--- config.mk ---
export PLATFORM = sky130hd
export DESIGN_NAME = audio_lock_qual
export DESIGN_NICKNAME = d
export VERILOG_FILES = /design/src/rtl/aq_pkg.sv /design/src/rtl/aq_lock_qual.sv /design/src/rtl/aq_cs_latch.sv /design/src/rtl/audio_lock_qual.sv
export SDC_FILE = /design/constraint.sdc
export NUM_CORES = 1
export LEC_CHECK = 0
export BUFFER_PORTS_ARGS = -buffer_cell sky130_fd_sc_hd__buf_2
export CAP_MARGIN = 10
export CORE_UTILIZATION = 44
export CTS_BUF_LIST = sky130_fd_sc_hd__clkbuf_8
export CTS_CLUSTER_DIAMETER = 120
export DETAILED_ROUTE_END_ITERATION = 10
export GPL_ROUTABILITY_DRIVEN = 0
export HOLD_SLACK_MARGIN = 0.1
export PLACE_DENSITY = 0.76
export SETUP_SLACK_MARGIN = 0.15
export SLEW_MARGIN = 20
export SYNTH_ARGS = -nofsm -noshare
export SYNTH_HDL_FRONTEND = slang
export SYNTH_SLANG_ARGS = --single-unit
--- constraint.sdc ---
create_clock -name clk_i -period 2.16 [get_ports clk_i]
set_clock_uncertainty 0.15 [all_clocks]
set_input_delay 0.432 -clock clk_i [delete_from_list [all_inputs] [get_ports clk_i]]
set_output_delay 0.432 -clock clk_i [all_outputs]
set_load 0.03 [all_outputs]
--- src/rtl/aq_pkg.sv ---
package aq_pkg;
  typedef struct packed {
    logic [1:0] acc;
    logic       pre;
    logic       np;
    logic [1:0] rate;
  } cs_t;

  localparam logic [1:0] RATE_441   = 2'b00;
  localparam logic [1:0] RATE_UNDEF = 2'b01;
  localparam logic [1:0] RATE_48    = 2'b10;
  localparam logic [1:0] RATE_32    = 2'b11;

  localparam logic [1:0] DE_OFF = 2'b00;
  localparam logic [1:0] DE_32  = 2'b01;
  localparam logic [1:0] DE_441 = 2'b10;
  localparam logic [1:0] DE_48  = 2'b11;

  localparam logic [1:0] ACC_UNDEF = 2'b11;

  localparam cs_t CS_RESET = '{acc: ACC_UNDEF, pre: 1'b0, np: 1'b1, rate: RATE_UNDEF};
endpackage

--- src/rtl/aq_lock_qual.sv ---
module aq_lock_qual #(
  parameter int CNT_W = 4
) (
  input  logic             clk_i,
  input  logic             rst_ni,
  input  logic             pll_lock_i,
  input  logic             dec_lock_i,
  input  logic             blk_end_i,
  input  logic             nonpcm_i,
  input  logic [CNT_W-1:0] need_i,
  output logic             lock_o
);
  localparam logic [CNT_W-1:0] CNT_MAX = {CNT_W{1'b1}};
  localparam logic [CNT_W-1:0] CNT_ONE = {{(CNT_W-1){1'b0}}, 1'b1};

  logic [CNT_W-1:0] cnt_q, cnt_inc, need;
  logic             lock_q, loops_ok, good_blk;

  assign loops_ok = pll_lock_i & dec_lock_i;
  assign good_blk = blk_end_i & ~nonpcm_i;
  assign need     = (need_i == '0) ? CNT_ONE : need_i;
  assign cnt_inc  = (cnt_q == CNT_MAX) ? cnt_q : cnt_q + CNT_ONE;

  always_ff @(posedge clk_i or negedge rst_ni) begin
    if (!rst_ni) begin
      cnt_q  <= '0;
      lock_q <= 1'b0;
    end else if (!loops_ok || (blk_end_i && nonpcm_i)) begin
      cnt_q  <= '0;
      lock_q <= 1'b0;
    end else if (good_blk) begin
      cnt_q <= cnt_inc;
      if (cnt_inc >= need) lock_q <= 1'b1;
    end
  end

  // deassertion must not wait for a clock edge
  assign lock_o = lock_q & loops_ok;

  assert_rise_on_good_block_R2: assert property (@(posedge clk_i) disable iff (!rst_ni)
    $rose(lock_q) |-> $past(good_blk && loops_ok));

  assert_loss_clears_lock_R3: assert property (@(posedge clk_i) disable iff (!rst_ni)
    !loops_ok |=> !lock_q);
endmodule

--- src/rtl/aq_cs_latch.sv ---
module aq_cs_latch
  import aq_pkg::*;
(
  input  logic       clk_i,
  input  logic       rst_ni,
  input  logic       blk_end_i,
  input  logic       dec_lock_i,
  input  cs_t        cs_i,
  output cs_t        cs_o,
  output logic [1:0] deemph_o
);
  cs_t cs_q;

  always_ff @(posedge clk_i or negedge rst_ni) begin
    if (!rst_ni)                     cs_q <= CS_RESET;
    else if (blk_end_i && dec_lock_i) cs_q <= cs_i;
  end

  always_comb begin
    deemph_o = DE_OFF;
    if (cs_q.pre) begin
      unique case (cs_q.rate)
        RATE_32:  deemph_o = DE_32;
        RATE_441: deemph_o = DE_441;
        RATE_48:  deemph_o = DE_48;
        default:  deemph_o = DE_OFF;
      endcase
    end
  end

  assign cs_o = cs_q;

  assert_fields_hold_between_blocks_R7: assert property (@(posedge clk_i) disable iff (!rst_ni)
    !(blk_end_i && dec_lock_i) |=> $stable(cs_q));
endmodule

--- src/rtl/audio_lock_qual.sv ---
module audio_lock_qual
  import aq_pkg::*;
#(
  parameter int CNT_W = 4
) (
  input  logic             clk_i,
  input  logic             rst_ni,
  input  logic             pll_lock_i,
  input  logic             dec_lock_i,
  input  logic             blk_end_i,
  input  logic             cs_nonpcm_i,
  input  logic             cs_preemph_i,
  input  logic [1:0]       cs_rate_i,
  input  logic [1:0]       cs_acc_i,
  input  logic             auto_mute_en_i,
  input  logic [CNT_W-1:0] qual_blocks_i,
  output logic             lock_o,
  output logic             hard_mute_o,
  output logic [1:0]       deemph_o,
  output logic [7:0]       status_o
);
  logic lock;
  cs_t  cs_in, cs_lat;

  assign cs_in = '{acc: cs_acc_i, pre: cs_preemph_i, np: cs_nonpcm_i, rate: cs_rate_i};

  aq_lock_qual #(.CNT_W(CNT_W)) i_lock_qual (
    .clk_i      (clk_i),
    .rst_ni     (rst_ni),
    .pll_lock_i (pll_lock_i),
    .dec_lock_i (dec_lock_i),
    .blk_end_i  (blk_end_i),
    .nonpcm_i   (cs_nonpcm_i),
    .need_i     (qual_blocks_i),
    .lock_o     (lock)
  );

  aq_cs_latch i_cs_latch (
    .clk_i      (clk_i),
    .rst_ni     (rst_ni),
    .blk_end_i  (blk_end_i),
    .dec_lock_i (dec_lock_i),
    .cs_i       (cs_in),
    .cs_o       (cs_lat),
    .deemph_o   (deemph_o)
  );

  assign lock_o      = lock;
  assign hard_mute_o = auto_mute_en_i & ~lock;
  assign status_o    = {cs_lat, lock, pll_lock_i};

  assert_lock_implies_pcm_R1: assert property (@(posedge clk_i) disable iff (!rst_ni)
    lock_o |-> !status_o[4]);

  assert_deemph_needs_flag_R9: assert property (@(posedge clk_i) disable iff (!rst_ni)
    (deemph_o != DE_OFF) |-> status_o[5]);
endmodule

==> Word level (Yosys, flattened, before mapping) <==
Index checks and enable logic that the tools add are counted.
{ "totals": {"register_bits": 11} }
{ "classes": {"muxes": 9, "n_lt_le_gt_ge": 1, "bitwise_logic": 6, "n_eq_ne": 3, "n_reduce_logical": 9, "n_addsub": 1} }
{ "op_table": {"columns": ["cell", "count"], "rows": [
  ["2-to-1 mux 4 bit", 4],
  ["case mux 2 bit (3 select lines)", 1],
  ["adder 4 x 1 -> 4 bit (second input constant)", 1],
  ["bitwise AND 1 bit", 4],
  ["== test 2 bit (second input constant)", 2],
  ["== test 4 bit (second input constant)", 1],
  ["greater-or-equal comparator 4 bit", 1],
  ["logical NOT 4 bit", 1],
  ["nonzero test 2 bit", 2],
  ["2-to-1 mux 1 bit", 3],
  ["logical AND 1 bit", 2],
  ["logical NOT 2 bit", 1],
  ["2-to-1 mux 2 bit", 1],
  ["inverter 1 bit", 2],
  ["AND reduction 2 bit", 1],
  ["logical NOT 1 bit", 1],
  ["logical OR 1 bit", 1]
]} }

==> Longest topological paths before layout <==
Gate-level depths: netlist (run 1).
{ "depth": {"ltp_word": 6, "ltp_mapped": 8, "depth_no_buf": 8} }

==> Hierarchy <==
From an unflattened synthesis (run 1), not the netlist that was laid out.
{ "unflattened": {"hier_cells": 68, "hier_area_um2": 724.4} }
{ "modules_own_cells": {"columns": ["module", "n_inst", "cells_each", "area_each_um2"], "rows": [
  ["aq_lock_qual", 1, 50, 426.7],
  ["aq_cs_latch", 1, 15, 269.0],
  ["audio_lock_qual", 1, 3, 28.8]
]} }

==> Worst setup path before layout (run 1) <==
OpenSTA, ideal clock, no wires.
{ "synth_path": {"kind": "reg-to-reg", "startpoint": "reg i_lock_qual.cnt_q[0]", "endpoint": "reg i_lock_qual.lock_q", "path_stages_with_launch": 8, "t_arrival_ns": 1.796, "synth_period_minus_slack_ns": 2.081, "path_buffers": 0, "t_required_ns": 1.875, "path_slack_ns": 0.079, "cell_sequence": "dfrtp_1 > ha_1 > nand3_1 > xnor2_1 > ha_1 > or3b_2 > o2111ai_1 > a221oi_1"} }
{ "synth_via": {"elab_chain_len": 5} }
{ "synth_rtl": {"columns": ["item", "line_no", "text"], "rows": [
  ["start: declaration", "aq_lock_qual.sv:16", "logic [CNT_W-1:0] cnt_q, cnt_inc, need;"],
  ["start signal: assignment", "aq_lock_qual.sv:32", "cnt_q <= cnt_inc;"],
  ["adder 4 x 1 -> 4 bit / == test 4 bit (equally long branches)", "aq_lock_qual.sv:22", "assign cnt_inc = (cnt_q == CNT_MAX) ? cnt_q : cnt_q + CNT_ONE;"],
  ["2-to-1 mux 4 bit *", "aq_lock_qual.sv:22", null],
  ["greater-or-equal comparator 4 bit *", "aq_lock_qual.sv:33", "if (cnt_inc >= need) lock_q <= 1'b1;"],
  ["nonzero test 2 bit (no line) *", null, null],
  ["AND reduction 2 bit (no line) *", null, null],
  ["end signal: assignment", "aq_lock_qual.sv:27", "lock_q <= 1'b0;"],
  ["end signal: assignment", "aq_lock_qual.sv:30", "lock_q <= 1'b0;"],
  ["end signal: assignment", "aq_lock_qual.sv:33", null],
  ["end: declaration", "aq_lock_qual.sv:17", "logic lock_q, loops_ok, good_blk;"]
]} }
Every way passes the cells marked *; elsewhere a longest branch is shown, timed or not.
A chain may end at the register's enable or synchronous reset.

==> Worst setup path in the final report (run 1) <==
{ "layout_path": {"startpoint": "reg i_lock_qual.cnt_q[1]", "endpoint": "reg i_lock_qual.lock_q"} }
The elaborated chain is that of the path after synthesis.

==> run metrics, run 1 <==
status=finished, final reports clean; synthesized cell area=696 sq um; Setup WS pre-CTS=0.146 ns; Synth top area share=25.2%; DR vias/cell=5.32; vias in the first global route=580; period utilization=89.6%; final wirelength=1.57 mm; syn nets=89; core area=1380 sq um; Initial Util=50.3%; Final WS setup=0.224 ns; initial antenna violation count=0; top-level I/O count=28; Clock transition at path regs=0.05 ns; WP data required=2.12 ns; CTS tree=built; Finished Cell Area=1010 sq um; TritonCTS Sinks=11; I/O Buffers=27; post-synth top area cell=dfrtp_1; clk_lat worst skew=0.24 ns; Post-Syn Area per Cell=10.2 sq um; Worst EP arrival=1.90 ns; Rel. slew slack=80.2%; gr usage total=18.8%; iteration count of the initial detailed-routing pass=4; DIE WIDTH=41.8 um; Inst Count DP=109; f_max=517 MHz; crit path capture type=flop; ratio of cells with drive above 1 in the final layout=57.8%; R2R Path End=i_lock_qual.lock_q; Seq cells post-synth=11; maximum VDD drop=0.000438 V; worst-margin pin slew=0.297 ns; Routed Antenna Nets=0; Longest Clk Path Bufs=2; met3 wire len=78 um; PwrDens=579 nW/um^2; Syn. warnings=0; die height=41.8 um; R2R Setup Slk=0.22 ns; std cell rows=13; RSZ-0062 raised after global routing=false; cts bufs inserted=3; Area Overhead vs Synth=45.1%; first-pass GRT wire length=2.50 mm; max cap viols=0; worst r2r src=i_lock_qual.cnt_q[1]; Setup crit start=i_lock_qual.cnt_q[1]; final setup TNS=0 ns; die footprint=1740 sq um; DP Wirelength=1.14 mm; CP max FO=5; worst-case reg-to-reg path depth=7; cell at the root of the clock tree=clkbuf_8; Yosys cell types=31; fin cells=117; Syn Inst Count=68; diode count=0; register area share after synthesis=40.3%; Max Used Layer=met3; leak pwr=0.000471 uW; Final Hold Viols=0; WL met1=669 um; DRC=0; Final #Nets=124; Placed Instance Area=862 sq um; fin crit period=1.94 ns; H-tree levels=1; count of final setup violators=0; largest net degree at the start of global routing=12; Critical Path Sink=i_lock_qual.lock_q; DR vias=623; Slew Viols, Final=0; CP startpoint kind=flop; routed wire length per instance=13.4 um; Starting DRT DRC Count=4; GR Overflow Total=0; critical path class=flop to flop; Min-Delay Path Class=input port to flop; most common cell after layout, fill and taps aside=buf_2; commonest non-fill, non-tap cells in the layout=27 x buf_2, 7 x dfrtp_1, 6 x mux2_2; Met2 Wirelength=821 um; top post-synthesis cells by area=dfrtp_1 25%, dfstp_2 15%, mux2_2 9.7%
## cells in the mapped netlist
cell type / number
dfrtp_1: 7
mux2_2: 6
ha_1: 5
nand2_1: 5
dfstp_2: 4
inv_1: 4
nand2b_1: 4
a21oi_1: 3
nor2b_1: 3
a31oi_1: 2
buf_4: 2
nand3_1: 2
nand3b_1: 2
nor2_1: 2
a211oi_1: 1
a221o_1: 1
a221oi_1: 1
a31o_2: 1
and2_1: 1
and3_1: 1
and3_4: 1
buf_2: 1
nand4_1: 1
nand4b_1: 1
nor3_1: 1
o2111ai_1: 1
o2bb2ai_1: 1
or2b_1: 1
or3_1: 1
or3b_2: 1
xnor2_1: 1
## state kept, by name, summed over array words and instances, names as in the netlist
| name | flops |
|---|---|
| i_cs_latch.cs_o | 6 |
| i_lock_qual.cnt_q | 4 |
| i_lock_qual.lock_q | 1 |
## cells by family (layout without fill, tap and decap cells)
group	after synthesis	in the layout	share of synthesized area (%)
mux	6	6	9.71
fa+ha+maj	5	5	8.99
compound gates	11	11	11.5
xor+xnor	1	1	1.26
buf+inv	7	41	5.03
flops	11	11	40.3
simple gates	27	27	23.2
## worst min path at each step
stage | startpoint | end | cells after the start
after detailed placement | rst_ni | i_lock_qual.cnt_q[2] | 1
final | cs_preemph_i | i_cs_latch.cs_o[3] | 2
after global routing | cs_preemph_i | i_cs_latch.cs_o[3] | 2
after CTS | cs_preemph_i | i_cs_latch.cs_o[3] | 2
after floorplan | rst_ni | i_cs_latch.cs_o[1] | 0
after global placement | rst_ni | i_lock_qual.cnt_q[2] | 1
## worst max-delay path: stages (launching register included)
cell and delay (ns):
dfrtp_1 0.38, ha_4 0.18, nand3_4 0.10, xnor2_2 0.16, ha_1 0.27, or3b_4 0.37, o2111ai_2 0.10, a221oi_2 0.09
## power by group
part	leakage [uW]	switching [uW]	total, uW	internal (uW)
clock	0.0000269	72.8	197	124
sequential	0.000135	9.27	241	232
combinational	0.000309	90.2	146	56.3
total	0.000471	172	585	413
## layer usage
metal	global-route usage, %	vias to the layer above
met5	0	-
met4	3.87	0
met3	6.52	0
met2	33.1	18
met1	21.8	285
li1	-	320
## metrics by stage
step | util [%] | total power [uW] | hold slack [ns]
after CTS | 68.1 | 591 | 0.270
after floorplan | - | 338 | -0.0136
after global routing | 73.0 | 617 | 0.273
after global placement | 62.4 | 382 | 0.156
final | 73.0 | 585 | 0.275
after detailed placement | 62.4 | 385 | 0.162
## area by class of cell
class,instances,area [sq um]
Tap cell,15,18.8
Fill cell,105,373
Clock inverter,1,3.75
Timing Repair Buffer,33,183
Inverter,4,15.0
Multi-Input combinational cell,50,468
Sequential cell,11,280
Clock buffer,3,41.3
## what timing repair did
item	4_1_cts	5_1_grt
endpoints found under the hold margin	7	0
resized for setup	3	9
setup endpoints to repair	1	1
pin swaps	2	5
hold buffers	1	0
buffers inserted	1	2
Power figures use the tool's default switching activity.
==> inputs of run 2 (changes only) <==
--- a/config.mk
+++ b/config.mk
@@ -7,13 +7,12 @@
 export LEC_CHECK = 0
 export BUFFER_PORTS_ARGS = -buffer_cell sky130_fd_sc_hd__buf_2
 export CAP_MARGIN = 10
-export CORE_UTILIZATION = 44
-export CTS_BUF_LIST = sky130_fd_sc_hd__clkbuf_8
+export CORE_UTILIZATION = 41
 export CTS_CLUSTER_DIAMETER = 120
 export DETAILED_ROUTE_END_ITERATION = 10
 export GPL_ROUTABILITY_DRIVEN = 0
 export HOLD_SLACK_MARGIN = 0.1
-export PLACE_DENSITY = 0.76
+export PLACE_DENSITY = 0.71
 export SETUP_SLACK_MARGIN = 0.15
 export SLEW_MARGIN = 20
 export SYNTH_ARGS = -nofsm -noshare
==> run metrics, run 2 (synthesis gave the netlist of run 1 again) <==
status=finished, final reports clean; initial antenna violation count=0 (unchanged); Starting DRT DRC Count=10 (+6); most common cell after layout, fill and taps aside=buf_2; RSZ-0062 raised after global routing=false; final wirelength=1.51 mm (-3.5%); commonest non-fill, non-tap cells in the layout=27 x buf_2, 7 x dfrtp_1, 6 x mux2_2; Finished Cell Area=942 sq um (-6.7%); global-route track usage on met1=22.7% (+0.84 points); maximum VDD drop=0.000297 V (-32%); std cell rows=14 (+1); Worst EP arrival=1.93 ns (+0.03 ns); leak pwr=0.000438 uW (-7.0%); hold_sp=cs_preemph_i; die height=43.2 um (+3.4%); Inst Count DP=110 (+0.92%); worst r2r src=i_lock_qual.cnt_q[0]; diode count=0 (unchanged); cell at the root of the clock tree=clkbuf_4; met3 usage=6.38% (-0.14 points); Clock transition at path regs=0.07 ns (+0.02 ns); Routed Antenna Nets=0 (unchanged); final setup TNS=0 ns (unchanged); count of final setup violators=0 (unchanged); Final Hold Viols=0 (unchanged); Psw=167 uW (-2.9%); Final #Nets=122 (-1.6%); DRC=0 (unchanged); GR Overflow Total=0 (unchanged); CP startpoint kind=flop; Net Sw Frac=31.8% (+2.4 points); Reg area=280 sq um (unchanged); max FFs per register=6 (unchanged); GR Util met2=30.1% (-3.0 points); CP max FO=4 (-1); vias in the first global route=603 (+4.0%); Placed Instance Area=863 sq um (+0.15%); CTS tree=built; Final Power=525 uW (-10%); Int Power=358 uW (-13%); TritonCTS Sinks=11 (unchanged); Seq pwr share=45.9% (+4.6 points); cts bufs inserted=3 (unchanged); core area=1540 sq um (+11%); DIE WIDTH=43.2 um (+3.4%); DR vias/cell=5.41 (+1.5%); H-tree levels=1 (unchanged); Longest Clk Path Bufs=2 (unchanged); Slew Viols, Final=0 (unchanged); first-pass GRT wire length=2.58 mm (+3.0%); crit path capture type=flop; fillers=138 (+31%); largest net degree at the start of global routing=12 (unchanged); WP data required=2.16 ns (+0.04 ns); gr usage total=18.9% (+0.17 points); final core utilization=61.1% (-12 points); period utilization=89.4% (-0.22 points); critical path class=flop to flop; worst-margin pin slew=0.258 ns (-0.0397 ns); Most Crowded Layer GR=met2; multi-input logic area=433 sq um (-7.5%); fin cells=116 (-0.85%); PwrDens=558 nW/um^2 (-3.8%); max cap viols=0 (unchanged); fin crit period=1.93 ns (-0.00471 ns); routed wire length per instance=13.1 um (-2.7%); Setup crit start=i_lock_qual.cnt_q[0]; DR vias=627 (+0.64%); DP Wirelength=1.12 mm (-1.7%); ratio of cells with drive above 1 in the final layout=52.0% (-5.8 points); f_max=518 MHz (+0.24%); I/O Buffers=27 (unchanged); top-level I/O count=28 (unchanged); Rel. slew slack=82.8% (+2.6 points); die footprint=1870 sq um (+7.0%); iteration count of the initial detailed-routing pass=4 (unchanged); Initial Util=45.1% (-5.2 points); Comb power frac=27.3% (+2.3 points); Area Overhead vs Synth=35.4%; clk_lat worst skew=0.27 ns (+0.03 ns); Clk pwr share=26.8% (-6.9 points); Min-Delay Path Class=input port to flop
==> run 2: cell count changes in the layout (fill, tap and decap cells not counted), sizes merged <==
cell and change:
buf -2, clkbuf +1, inv -1
==> run 2: stage by stage <==
step / hold slack [ns] / setup WS (ns)
finish: 0.238 / 0.229
global route: 0.238 / 0.151
CTS: 0.230 / 0.172
detailed placement: 0.168 / 0.134
global placement: 0.157 / 0.167
floorplan: -0.0136 / 0.151
==> run 2: path summary, 6_finish.rpt <==
path,to,slack [ns],cells past startpoint
min in group asynchronous,i_lock_qual.lock_q,0.43,2
min reg2reg,i_cs_latch.cs_o[1],0.38,1
min,i_cs_latch.cs_o[3],0.24,2
max reg2reg,i_lock_qual.lock_q,0.23,8
max in group asynchronous,i_cs_latch.cs_o[2],1.17,2
max,i_lock_qual.lock_q,0.23,8
==> run 2: final cells by class <==
type	instances	share of cell area, %
multi-input cells	50	45.9
flip-flops and latches	11	29.7
repair buffers	31	17.8
clock buffers	4	2.79
well taps	16	2.12
inverters	4	1.59
==> run 2: metal layers <==
metal	wire, um	vias up
li1	-	308
met1	653	298
met5	0	-
met2	758	17
met4	29	0
met3	73	4
==> run 2: power groups by stage <==
stage	registers [uW]	clock network (uW)	logic (uW)
after floorplan	281	0	56.5
after global placement	244	0	139
after detailed placement	245	0	140
after CTS	241	149	144
after global routing	244	155	155
final	241	141	143
==> run 2: repair_timing <==
action / CTS / global route
setup buffers: 1 / 0
endpoints found under the setup margin: 1 / 1
hold buffers: 1 / 0
gates resized for setup: 3 / 4
pin swaps: 2 / 2
hold endpoints to repair: 7 / 0
==> run 2: worst max-delay path, cell delays in order, from the launching register on <==
cell       delay (ns)
dfrtp_1          0.41
ha_4             0.19
and3_4           0.19
nand2_1          0.06
nand2_1          0.05
ha_2             0.18
or3b_4           0.39
o2111ai_2        0.08
a221oi_1         0.10
